--- src/rtl/vrr_pkg.sv ---
`timescale 1ns/1ps
package vrr_pkg;
  localparam int LINE_W = 12;
  localparam int GB_W   = 8;
  localparam int ADDR_W = 3;
  localparam int DATA_W = GB_W + 4;
  localparam int XW     = LINE_W + 1;

  localparam logic [ADDR_W-1:0] A_VACT = 3'd0;
  localparam logic [ADDR_W-1:0] A_VMIN = 3'd1;
  localparam logic [ADDR_W-1:0] A_VMAX = 3'd2;
  localparam logic [ADDR_W-1:0] A_FLIP = 3'd3;
  localparam logic [ADDR_W-1:0] A_CTRL = 3'd4;
  localparam logic [ADDR_W-1:0] A_PUSH = 3'd5;

  typedef logic [LINE_W-1:0] line_t;
  typedef logic [XW-1:0]     ext_t;

  typedef struct packed {
    line_t           vact;
    line_t           vmin_m1;
    line_t           vmax_m1;
    line_t           flip_m1;
    logic            en;
    logic            flip_en;
    logic [1:0]      fsd_m1;
    logic [GB_W-1:0] gb;
  } cfg_t;

  // guardband + (delay) + 1 extra line
  function automatic ext_t exit_len(cfg_t c);
    return ext_t'(c.gb) + ext_t'(c.fsd_m1) + ext_t'(2);
  endfunction

  function automatic ext_t flip_eff(cfg_t c);
    return c.flip_en ? ext_t'(c.flip_m1) + ext_t'(1) : ext_t'(c.vmin_m1) + ext_t'(2);
  endfunction

  function automatic ext_t first_exit(cfg_t c);
    return flip_eff(c) - exit_len(c);
  endfunction

  function automatic ext_t last_exit(cfg_t c);
    return ext_t'(c.vmax_m1) + ext_t'(1) - exit_len(c);
  endfunction
endpackage

--- src/rtl/vrr_regs.sv ---
`timescale 1ns/1ps
module vrr_regs
  import vrr_pkg::*;
#(
  parameter line_t DEF_VACT     = line_t'(20),
  parameter line_t DEF_VTOT_M1  = line_t'(29)
) (
  input  logic              clk,
  input  logic              rst_n,
  input  logic              wr_en,
  input  logic [ADDR_W-1:0] wr_addr,
  input  logic [DATA_W-1:0] wr_data,
  input  logic              latch_now,
  input  logic              push_take,
  output cfg_t              act_cfg,
  output logic              push_pending
);
  localparam cfg_t RST_CFG = '{vact: DEF_VACT, vmin_m1: DEF_VTOT_M1,
                               vmax_m1: DEF_VTOT_M1, flip_m1: DEF_VTOT_M1,
                               en: 1'b0, flip_en: 1'b0, fsd_m1: 2'd0,
                               gb: '0};

  cfg_t armed, active;
  logic pend_q;
  logic push_wr;

  assign push_wr = wr_en && (wr_addr == A_PUSH);

  always_ff @(posedge clk) begin
    if (!rst_n) begin
      armed  <= RST_CFG;
      active <= RST_CFG;
      pend_q <= 1'b0;
    end else begin
      if (latch_now) active <= armed;
      if (wr_en) begin
        case (wr_addr)
          A_VACT: armed.vact    <= line_t'(wr_data);
          A_VMIN: armed.vmin_m1 <= line_t'(wr_data);
          A_VMAX: armed.vmax_m1 <= line_t'(wr_data);
          A_FLIP: armed.flip_m1 <= line_t'(wr_data);
          A_CTRL: begin
            armed.en      <= wr_data[0];
            armed.flip_en <= wr_data[1];
            armed.fsd_m1  <= wr_data[3:2];
            armed.gb      <= wr_data[GB_W+3:4];
          end
          default: ;
        endcase
      end
      if (push_take) pend_q <= 1'b0;
      if (push_wr) begin
        if (!wr_data[0])     pend_q <= 1'b0;
        else if (wr_data[1]) pend_q <= 1'b1;
      end
    end
  end

  assign act_cfg      = active;
  assign push_pending = pend_q;

  a_r6_take_clears: assert property (@(posedge clk) disable iff (!rst_n)
    push_take && !push_wr |=> !push_pending);
  a_r8_disabled_push: assert property (@(posedge clk) disable iff (!rst_n)
    push_wr && !wr_data[0] |=> !push_pending);
  a_r10_hold_active: assert property (@(posedge clk) disable iff (!rst_n)
    !latch_now |=> $stable(act_cfg));
endmodule

--- src/rtl/vrr_window.sv ---
`timescale 1ns/1ps
module vrr_window
  import vrr_pkg::*;
(
  input  cfg_t cfg,
  input  ext_t nxt_line,
  input  logic pending,
  input  logic exiting,
  output ext_t elen,
  output logic take
);
  ext_t first_line, last_line;
  logic early_ok, forced;

  assign elen       = exit_len(cfg);
  assign first_line = first_exit(cfg);
  assign last_line  = last_exit(cfg);
  assign early_ok   = pending && (nxt_line >= first_line);
  assign forced     = nxt_line >= last_line;
  assign take       = cfg.en && !exiting && (early_ok || forced);
endmodule

--- src/rtl/vrr_line_ctr.sv ---
`timescale 1ns/1ps
module vrr_line_ctr
  import vrr_pkg::*;
(
  input  logic  clk,
  input  logic  rst_n,
  input  logic  tick,
  input  cfg_t  cfg,
  input  logic  take,
  input  ext_t  elen,
  output ext_t  nxt_line,
  output logic  exiting,
  output logic  latch_now,
  output logic  push_take,
  output line_t line,
  output logic  frame_start,
  output logic  reg_latch
);
  line_t line_q, end_q;
  logic  exit_q, fs_q, rl_q;
  logic  at_end, fixed_wrap, wrap, fixed_latch;

  assign nxt_line    = ext_t'(line_q) + ext_t'(1);
  assign at_end      = exit_q && (line_q == end_q);
  assign fixed_wrap  = !cfg.en && !exit_q && (line_q >= cfg.vmin_m1);
  assign wrap        = at_end || fixed_wrap;
  assign fixed_latch = !cfg.en && !exit_q && (nxt_line == ext_t'(cfg.vact));
  assign push_take   = tick && !wrap && take;
  assign latch_now   = tick && !wrap && (take || fixed_latch);

  always_ff @(posedge clk) begin
    if (!rst_n) begin
      line_q <= '0;
      end_q  <= '0;
      exit_q <= 1'b0;
      fs_q   <= 1'b0;
      rl_q   <= 1'b0;
    end else begin
      fs_q <= 1'b0;
      rl_q <= 1'b0;
      if (tick) begin
        if (wrap) begin
          line_q <= '0;
          exit_q <= 1'b0;
          fs_q   <= 1'b1;
        end else begin
          line_q <= line_t'(nxt_line);
          if (take) begin
            exit_q <= 1'b1;
            end_q  <= line_t'(nxt_line + elen - ext_t'(1));
          end
          if (take || fixed_latch) rl_q <= 1'b1;
        end
      end
    end
  end

  assign line        = line_q;
  assign exiting     = exit_q;
  assign frame_start = fs_q;
  assign reg_latch   = rl_q;

  a_r12_fs_line0: assert property (@(posedge clk) disable iff (!rst_n)
    frame_start |-> line == '0);
  a_r12_fs_latch_apart: assert property (@(posedge clk) disable iff (!rst_n)
    $onehot0({frame_start, reg_latch}));
  a_r4_end_within_vmax: assert property (@(posedge clk) disable iff (!rst_n)
    $rose(exit_q) |-> ext_t'(end_q) <= ext_t'($past(cfg.vmax_m1)));
  a_r3_end_past_flip: assert property (@(posedge clk) disable iff (!rst_n)
    $rose(exit_q) |-> ext_t'(end_q) + ext_t'(1) >= $past(flip_eff(cfg)));
endmodule

--- src/rtl/vrr_vtiming.sv ---
`timescale 1ns/1ps
module vrr_vtiming
  import vrr_pkg::*;
#(
  parameter line_t DEF_VACT    = line_t'(20),
  parameter line_t DEF_VTOT_M1 = line_t'(29)
) (
  input  logic              clk,
  input  logic              rst_n,
  input  logic              line_tick,
  input  logic              wr_en,
  input  logic [ADDR_W-1:0] wr_addr,
  input  logic [DATA_W-1:0] wr_data,
  output logic [LINE_W-1:0] line,
  output logic              vblank,
  output logic              frame_start,
  output logic              reg_latch,
  output logic              push_pending
);
  cfg_t act_cfg;
  ext_t nxt_line, elen;
  logic exiting, take, latch_now, push_take;

  vrr_regs #(.DEF_VACT(DEF_VACT), .DEF_VTOT_M1(DEF_VTOT_M1)) u_regs (
    .clk(clk), .rst_n(rst_n), .wr_en(wr_en), .wr_addr(wr_addr),
    .wr_data(wr_data), .latch_now(latch_now), .push_take(push_take),
    .act_cfg(act_cfg), .push_pending(push_pending));

  vrr_window u_win (
    .cfg(act_cfg), .nxt_line(nxt_line), .pending(push_pending),
    .exiting(exiting), .elen(elen), .take(take));

  vrr_line_ctr u_ctr (
    .clk(clk), .rst_n(rst_n), .tick(line_tick), .cfg(act_cfg),
    .take(take), .elen(elen), .nxt_line(nxt_line), .exiting(exiting),
    .latch_now(latch_now), .push_take(push_take), .line(line),
    .frame_start(frame_start), .reg_latch(reg_latch));

  assign vblank = line >= act_cfg.vact;

  a_r2_fs_active: assert property (@(posedge clk) disable iff (!rst_n)
    frame_start |-> !vblank);
  a_r5_latch_on_tick: assert property (@(posedge clk) disable iff (!rst_n)
    reg_latch |-> $past(line_tick));
endmodule

--- config.mk ---
export PLATFORM = sky130hd
export DESIGN_NAME = vrr_vtiming
export DESIGN_NICKNAME = d
export VERILOG_FILES = /design/src/rtl/vrr_pkg.sv /design/src/rtl/vrr_regs.sv /design/src/rtl/vrr_window.sv /design/src/rtl/vrr_line_ctr.sv /design/src/rtl/vrr_vtiming.sv
export SDC_FILE = /design/constraint.sdc
export NUM_CORES = 1
export LEC_CHECK = 0
export BUFFER_PORTS_ARGS = -buffer_cell sky130_fd_sc_hd__clkbuf_2
export CAP_MARGIN = 20
export CELL_PAD_IN_SITES_DETAIL_PLACEMENT = 0
export CELL_PAD_IN_SITES_GLOBAL_PLACEMENT = 1
export CORE_UTILIZATION = 35
export CTS_CLUSTER_DIAMETER = 120
export CTS_CLUSTER_SIZE = 20
export DETAILED_ROUTE_END_ITERATION = 10
export PLACE_DENSITY = 0.65
export SYNTH_ARGS = -nofsm -noshare
export SYNTH_HDL_FRONTEND = slang
export SYNTH_HIERARCHICAL = 1
export SYNTH_SLANG_ARGS = --single-unit
export TNS_END_PERCENT = 30
--- constraint.sdc ---
create_clock -name clk -period 7.15 [get_ports clk]
set_input_delay 0.715 -clock clk [delete_from_list [all_inputs] [get_ports clk]]
set_output_delay 0.715 -clock clk [all_outputs]
set_load 0.01 [all_outputs]
# Word-level counts from Yosys, hierarchy flattened
# Index checks and enable logic that the tools add are counted.
# word_totals
output_inout_bits	16
register_bits	148
# classes
bitwise_logic	3
order_cmp	4
eq_ne	7
n_addsub	10
reduce_logical	28
n_mux	10
# ops
op	count
adder 12 x 1 -> 13 bit (second input constant)	3
greater-or-equal comparator 13 bit	2
subtractor 13 bit	2
greater-or-equal comparator 12 bit	2
AND reduction 2 bit	7
adder 12 x 2 -> 13 bit (second input constant)	1
== test 13 x 12 -> 1 bit	1
two-way mux 13 bit	1
adder 12 x 10 -> 12 bit	1
== test 12 bit	1
two-way mux 12 bit	1
subtractor 12 x 1 -> 12 bit (second input constant)	1
logical AND 1 bit	11
adder 9 x 2 -> 10 bit (second input constant)	1
adder 8 x 2 -> 9 bit	1
two-way mux 1 bit	8
== test 3 x 2 -> 1 bit (second input constant)	2
== test 3 bit (second input constant)	2
== test 3 x 1 -> 1 bit (second input constant)	1
zero test 1 bit	3
zero test 3 bit	1
logical OR 1 bit	3
NOT 1 bit	3
AND reduction 3 bit	1
2 further kinds	2

# Longest topological paths before layout
# Gate-level depths: netlist of run 1.
# logic_depth
depth_word	12
mapped_depth	27

# Cells and area by module
# The synthesis of run 1 kept the hierarchy.
# by_module_without_submodules
mod	cells_each	instances	area_each_um2	seq_area_each_um2
vrr_regs	449	1	4443.0	2422.3
vrr_line_ctr	366	1	2892.8	540.5
vrr_window	327	1	2456.1	0.0
vrr_vtiming	39	1	307.8	0.0

# Worst setup path after synthesis of run 1
# OpenSTA, ideal clock, no wires.
# synth_timing
kind	flip-flop to flip-flop
start	register u_regs.active (netlist bit u_regs/act_cfg[1])
end	register u_regs.active (netlist bit u_regs/act_cfg[12])
required_ns	7.021
setup_slack_ns	2.139
setup_time_ns	0.129
synth_period_minus_slack_ns	5.011
stages_incl_launch_ff	27
arrival_time_ns	4.881
path_cell_list	dfxtp_1 -> inv_1 -> ha_1 -> inv_1 -> ha_1 -> inv_1 -> fa_1 -> nand3b_1 -> xor2_1 -> ha_1 -> ha_1 -> o21a_1 -> o31a_1 -> o211ai_1 -> or4b_1 -> nand3_1 -> ha_1 -> nand4_1 -> nor2_1 -> o41ai_1 -> a41oi_1 -> a41oi_1 -> nor3_1 -> clkbuf_1 -> buf_2 -> mux2i_1 -> nand2_1
# synth_via
elab_chain_len	9
# synth_lines
item	line_no	text
start, declared	vrr_regs.sv:23	cfg_t armed, active;
start signal, assigned	vrr_regs.sv:35	if (latch_now) active <= armed;
adder 8 x 2 -> 9 bit *	vrr_pkg.sv:32	return ext_t'(c.gb) + ext_t'(c.fsd_m1) + ext_t'(2);
adder 9 x 2 -> 10 bit *	--	
subtractor 13 bit	vrr_pkg.sv:40	return flip_eff(c) - exit_len(c);
greater-or-equal comparator 13 bit	vrr_window.sv:18	assign early_ok = pending && (nxt_line >= first_line);
logical AND 1 bit	vrr_window.sv:18	
logical OR 1 bit *	vrr_window.sv:20	assign take = cfg.en && !exiting && (early_ok || forced);
logical AND 1 bit *	vrr_window.sv:20	
net take	vrr_vtiming.sv:22	logic exiting, take, latch_now, push_take;
logical OR 1 bit *	vrr_line_ctr.sv:29	assign latch_now = tick && !wrap && (take || fixed_latch);
logical AND 1 bit *	vrr_line_ctr.sv:29	
net latch_now	vrr_vtiming.sv:22	
# The timed path passes the listed nets; every way through them passes the cells marked *.
# A chain may end at the register's enable or synchronous reset.

# Worst setup path after layout of run 1
# layout_timing
start	register u_regs.active (netlist bit u_regs/act_cfg[1])
end	register u_regs.active (netlist bit u_regs/act_cfg[27])
# Same word-level chain as after synthesis.

==> run_results.csv, run 1 <==
group,metric,value,unit
grt,grt-ovfl-total,0,
finish,fin_nets,1318,
sta,hold_viol,0,
floorplan,start_util,35.9,%
finish,layout_commonest_cell,"dfxtp_1",
setup_path,cp_num_cells,25,
hold_path,hp-class,"reg -> reg",
setup_path,worstPathMaxFanout,60,
finish,layout_common_cells,"dfxtp_1, nand2_1, inv_1, ha_1, mux2i_1",
routing,wl_met3,593,um
floorplan,row_count,61,
setup_path,reg2reg_slack,1.09,ns
cts,insertion_delay,0.43,ns
routing,wl,27.4,mm
sta,finalSetupViolations,0,
hold_path,min_path_cells,2,
routing,wl_per_cell,17.3,um
setup_path,path_buf_inv,4,
sta,worstMarginPinSlew,1.19,ns
cts,cts_max_path_buffers,2,
cts,clkSinkCount,148,
setup_path,critPathRequiredTime,7.43,ns
routing,routed_via_density,5.08,
sta,finClkSkew,0.0209,ns
routing,ant_nets,0,
setup_path,r2r_cells,25,
floorplan,dieArea,29500,um^2
cts,path_clk_slew,0.07,ns
sta,slew_viol_final,0,
floorplan,core,28100,um^2
routing,drtIter0Drc,542,
cts,cts_htree_levels,4,
placed_design,pre_cts_ws,1.16,ns
routing,drc,0,
placed_design,portBuffers,34,
finish,drive_gt1_share,8.91,%
sta,rsz0062_at_grt,"false",
grt,antenna_found_initial,0,
sta,period_minus_slack,6.06,ns
grt,grt_pass1_vias,7497,
cts,post_cts_resize_count,0,
finish,final_core_util,39.8,%
setup_path,critPathArrivalTime,6.33,ns
hold_path,hold_start,"u_regs/armed[48]",
cts,cts_made_buffers,17,
floorplan,boundaryPins,35,
routing,vias,8022,
setup_path,r2r-start,"u_regs/act_cfg[1]",
routing,wl_met1,14.4,mm
synth,syn_avg_cell_area,8.55,um^2
sta,setup_tns,0,ns
finish,area_growth,10.8,%
setup_path,rr_endpoint,"u_regs/act_cfg[27]",
setup_path,crit_top_cell,"ha_1",
cts,post_cts_buffers,0,
setup_path,crit_type,"reg -> reg",
hold_path,holdPathEnd,"u_regs/armed[48]",
grt,grt_pass1_wl,43.2,mm
status,status,"complete, no violations",
routing,dr.pass1.iters,5,
power_and_ir_drop,power_density,166,nW/um^2
setup_path,critPathMaxStageDelay,0.53,ns
finish,diodes,0,
placed_design,dp_hpwl,20.5,mm
cts,root_buffer,"clkbuf_16",
synth,netlist_area,10100,um^2
setup_path,critPathSlowestCell,"or4b_1",
synth,synth_cells,1180,
power_and_ir_drop,ir_worst_vdd,0.000154,V
routing,top_layer_used,"met4",
floorplan,die_y,172,um
grt,grt_max_degree,90,
sta,fmax,165,MHz
setup_path,cpLargestDelayFamily,"adder cells",
floorplan,dieWidth,172,um
power_and_ir_drop,power_leakage,4.45,nW
synth,yosysWarnings,6,
setup_path,cp-start-kind,"register",
sta,finalWorstSetupSlack,1.09,ns
flow_run,max-cap-violations,0,
placed_design,gp_congestion,0.821,
sta,finalCritPeriodShare,84.7,%
cts,cts_hold_buf,0,
power_and_ir_drop,power,0.00186,W
grt,gr-usage-all-layers,19.3,%
routing,route.met2.wl,12.0,mm
sta,max_slew_margin,20.4,%
cts,cts_tree,"yes",
setup_path,worstSetupEndpointType,"register",
[per-layer routing]
metal  GRT usage, %  up-vias
met5              0        -
met4           5.16        0
met3           2.16       13
met2           29.6      111
met1           28.4     3782
li1               -     4116
[per-stage QoR]
stage | std cells | hold slack [ns] | cell area (um^2)
6_report | 1579 | 0.455 | 11200
5_1_grt | 1579 | 0.474 | 11200
4_1_cts | 1578 | 0.457 | 11200
3_5_place_dp | 1546 | 0.447 | 10600
3_3_place_gp | 1544 | 0.442 | 10500
2_1_floorplan | 1182 | 0.435 | 10100
[registers in the layout, indices dropped and copies added (netlist names)]
signal,flops
u_regs/act_cfg,60
u_regs/armed,60
u_ctr/end_q,12
u_ctr/line,12
u_ctr/exiting,1
u_ctr/frame_start,1
u_ctr/reg_latch,1
u_regs/push_pending,1
[worst max-delay path by stage]
stage,start,end,slack [ns]
global route,u_regs/act_cfg[1],u_regs/act_cfg[16],0.69
CTS,u_regs/act_cfg[1],u_regs/act_cfg[27],1.12
floorplan,u_regs/act_cfg[1],u_regs/act_cfg[12],2.14
detailed placement,u_regs/act_cfg[1],u_regs/act_cfg[28],1.16
finish,u_regs/act_cfg[1],u_regs/act_cfg[27],1.09
global placement,u_regs/act_cfg[1],u_regs/act_cfg[16],1.15
[worst reg2reg max path: stages (launching register included)]
cell      delay [ns]
dfxtp_1         0.34
inv_1           0.05
ha_1            0.28
inv_1           0.06
ha_1            0.17
inv_1           0.06
fa_1            0.42
nand3b_1        0.19
xor2_1          0.46
ha_1            0.33
ha_1            0.33
o21a_1          0.14
o31a_1          0.16
o211ai_1        0.18
or4b_1          0.53
nand3_1         0.12
ha_1            0.15
nand4_1         0.10
nor2_1          0.11
o41ai_1         0.08
a41oi_1         0.51
a41oi_1         0.16
nor3_2          0.23
buf_12          0.39
mux2i_1         0.32
nand2_1         0.06
[final cells by class]
type / count / area [um^2]
clock buffer: 17 / 425
clock inverter: 15 / 183
fill: 2929 / 16900
inverter: 115 / 432
multi-input combinational: 865 / 6450
sequential: 148 / 2960
tap: 378 / 473
timing repair buffer: 41 / 253
[power breakdown]
| part | switching (W) | internal, W | total [W] |
|---|---|---|---|
| logic | 0.0000620 | 0.0000392 | 0.000101 |
| clock network | 0.000443 | 0.000474 | 0.000918 |
| registers | 0.00000952 | 0.000832 | 0.000842 |
No activity file was read; power rests on OpenSTA's default activity.
==> inputs of run 2 (changes only) <==
- clock period: 7.15 -> 5.7 ns (I/O delays scaled with it)
==> run 2 against run 1 <==
Setup slack worse by 0.78 ns; combinational power up 34%; final area up 2.4%; fmax up 12%; non-clock buffer count up 29; first-iteration DRC count down 0.37%; total power up 23%; register-to-register slack worse by 0.78 ns; die area unchanged; critical path type unchanged; critical endpoint is now u_regs/act_cfg[19]; largest power group unchanged.
==> run_results.csv, run 2 (synthesis gave the netlist of run 1 again) <==
group,metric,value,unit
status,status,"complete, no violations",
routing,routed_via_density,5.06,
cts,cts_tree,"yes",
flow_run,max-cap-violations,0,
cts,insertion_delay,0.44,ns
grt,grt-ovfl-total,0,
sta,finClkSkew,0.0255,ns
hold_path,hp-class,"in -> reg",
setup_path,worstPathMaxFanout,7,
cts,clkSinkCount,148,
sta,finalSetupViolations,0,
routing,vias,8139,
floorplan,core,28100,um^2
finish,drive_gt1_share,11.6,%
setup_path,critPathMaxStageDelay,0.37,ns
finish,area_growth,13.5,%
setup_path,critPathArrivalTime,5.72,ns
finish,layout_commonest_cell,"dfxtp_1",
sta,fmax,186,MHz
setup_path,crit_type,"reg -> reg",
finish,fillers,2926,
routing,wl_per_cell,17.6,um
finish,seq_area,2960,um^2
power_and_ir_drop,power,0.00228,W
grt,grt_max_degree,94,
finish,layout_common_cells,"dfxtp_1, nand2_1, inv_1, ha_1, mux2i_1",
finish,fin_nets,1347,
power_and_ir_drop,ir_worst_vdd,0.000175,V
sta,worstMarginPinSlew,1.10,ns
finish,final_core_util,40.8,%
power_and_ir_drop,power_leakage,4.59,nW
grt,antenna_found_initial,0,
setup_path,cp-start-kind,"register",
cts,cts_htree_levels,4,
setup_path,crit_top_cell,"ha_1",
finish,finalInstanceArea,11500,um^2
routing,drc,0,
placed_design,place_inst,1563,
floorplan,dieArea,29500,um^2
cts,cts_made_buffers,17,
routing,drtIter0Drc,540,
finish,instances_no_fill,1607,
sta,hold_ws,0.445,ns
cts,path_clk_slew,0.07,ns
sta,period_minus_slack,5.39,ns
setup_path,worstSetupEndpointType,"register",
setup_path,path_buf_inv,7,
grt,gr-usage-all-layers,19.8,%
placed_design,place_area,10700,um^2
grt,grt_pass1_wl,44.3,mm
setup_path,cpLargestDelayFamily,"compound AO/OA/AOI/OAI gates",
sta,slew_viol_final,0,
placed_design,gp_congestion,0.816,
routing,wl,28.3,mm
routing,dr.pass1.iters,5,
floorplan,start_util,35.9,%
floorplan,boundaryPins,35,
floorplan,dieWidth,172,um
sta,finalCritPeriodShare,94.5,%
grt,grt_pass1_vias,7776,
sta,hold_viol,0,
routing,ant_nets,0,
placed_design,dp_hpwl,21.3,mm
power_and_ir_drop,power_density,199,nW/um^2
finish,diodes,0,
floorplan,row_count,61,
cts,cts_max_path_buffers,2,
placed_design,portBuffers,34,
cts,cts_hold_buf,0,
setup_path,critPathSlowestCell,"or3_1",
finish,multi_input_area,6500,um^2
cts,root_buffer,"clkbuf_16",
setup_path,critPathRequiredTime,6.03,ns
floorplan,die_y,172,um
sta,max_slew_margin,26.7,%
==> run 2: cell count changes in the layout (fill, tap and decap cells not counted), sizes merged <==
cell and change:
buf +29, clkinv -5, clkbuf +1, clkinvlp +3
==> run 2: repair_timing <==
item / in CTS / in global routing
resized for setup: 0 / 9
buffers inserted: 0 / 10
setup endpoints to repair: 0 / 52
endpoints found under the hold margin: 0 / 0
==> run 2: routing by layer <==
layer  global-route usage, %  part of all wire [%]  up-vias
met5                       0                     0        -
met4                    4.46                   1.4        0
met3                    3.11                   3.1       22
met1                    28.3                    51     3809
met2                    31.1                    44      136
li1                        -                     -     4172
==> run 2: metrics by stage <==
stage	TNS, ns	setup slack, ns
after floorplan	0	0.689
after global placement	0	0.236
after detailed placement	0	0.200
after CTS	0	0.104
after global routing	-0.113	-0.0433
final	0	0.313
==> run 2: final timing paths <==
| path | end | slack [ns] | depth (start not counted) | start |
|---|---|---|---|---|
| worst max-delay path | u_regs/act_cfg[19] | 0.31 | 28 | u_regs/act_cfg[1] |
| worst min-delay path | u_regs/armed[41] | 0.44 | 3 | wr_data[5] |
| worst max register to register | u_regs/act_cfg[19] | 0.31 | 28 | u_regs/act_cfg[1] |
| worst min register to register | u_regs/armed[4] | 0.46 | 2 | u_regs/armed[4] |
==> run 2: worst reg2reg max path: cells and delay by family, from the launching register on <==
family	cells	cell delay, ns
AO/OA/AOI/OAI	9	1.60
XOR/XNOR	1	0.18
flip-flops	1	0.35
multiplexers	1	0.15
buffers and inverters	7	0.81
adder cells (fa/ha/maj)	5	1.44
AND/OR/NAND/NOR	5	0.79
==> run 2: cell type report <==
type / instances / share of cell area (%)
clock inverter: 13 / 1.02
clock buffer: 18 / 3.83
inverter: 115 / 3.77
tap: 378 / 4.13
sequential: 148 / 25.9
multi-input combinational: 865 / 56.8
timing repair buffer: 70 / 4.59
==> run 2: report_power, final <==
group | switching [W] | leakage (nW) | internal, W
registers | 0.00000844 | 1.20 | 0.00104
logic | 0.0000841 | 3.13 | 0.0000505
clock network | 0.000514 | 0.262 | 0.000582
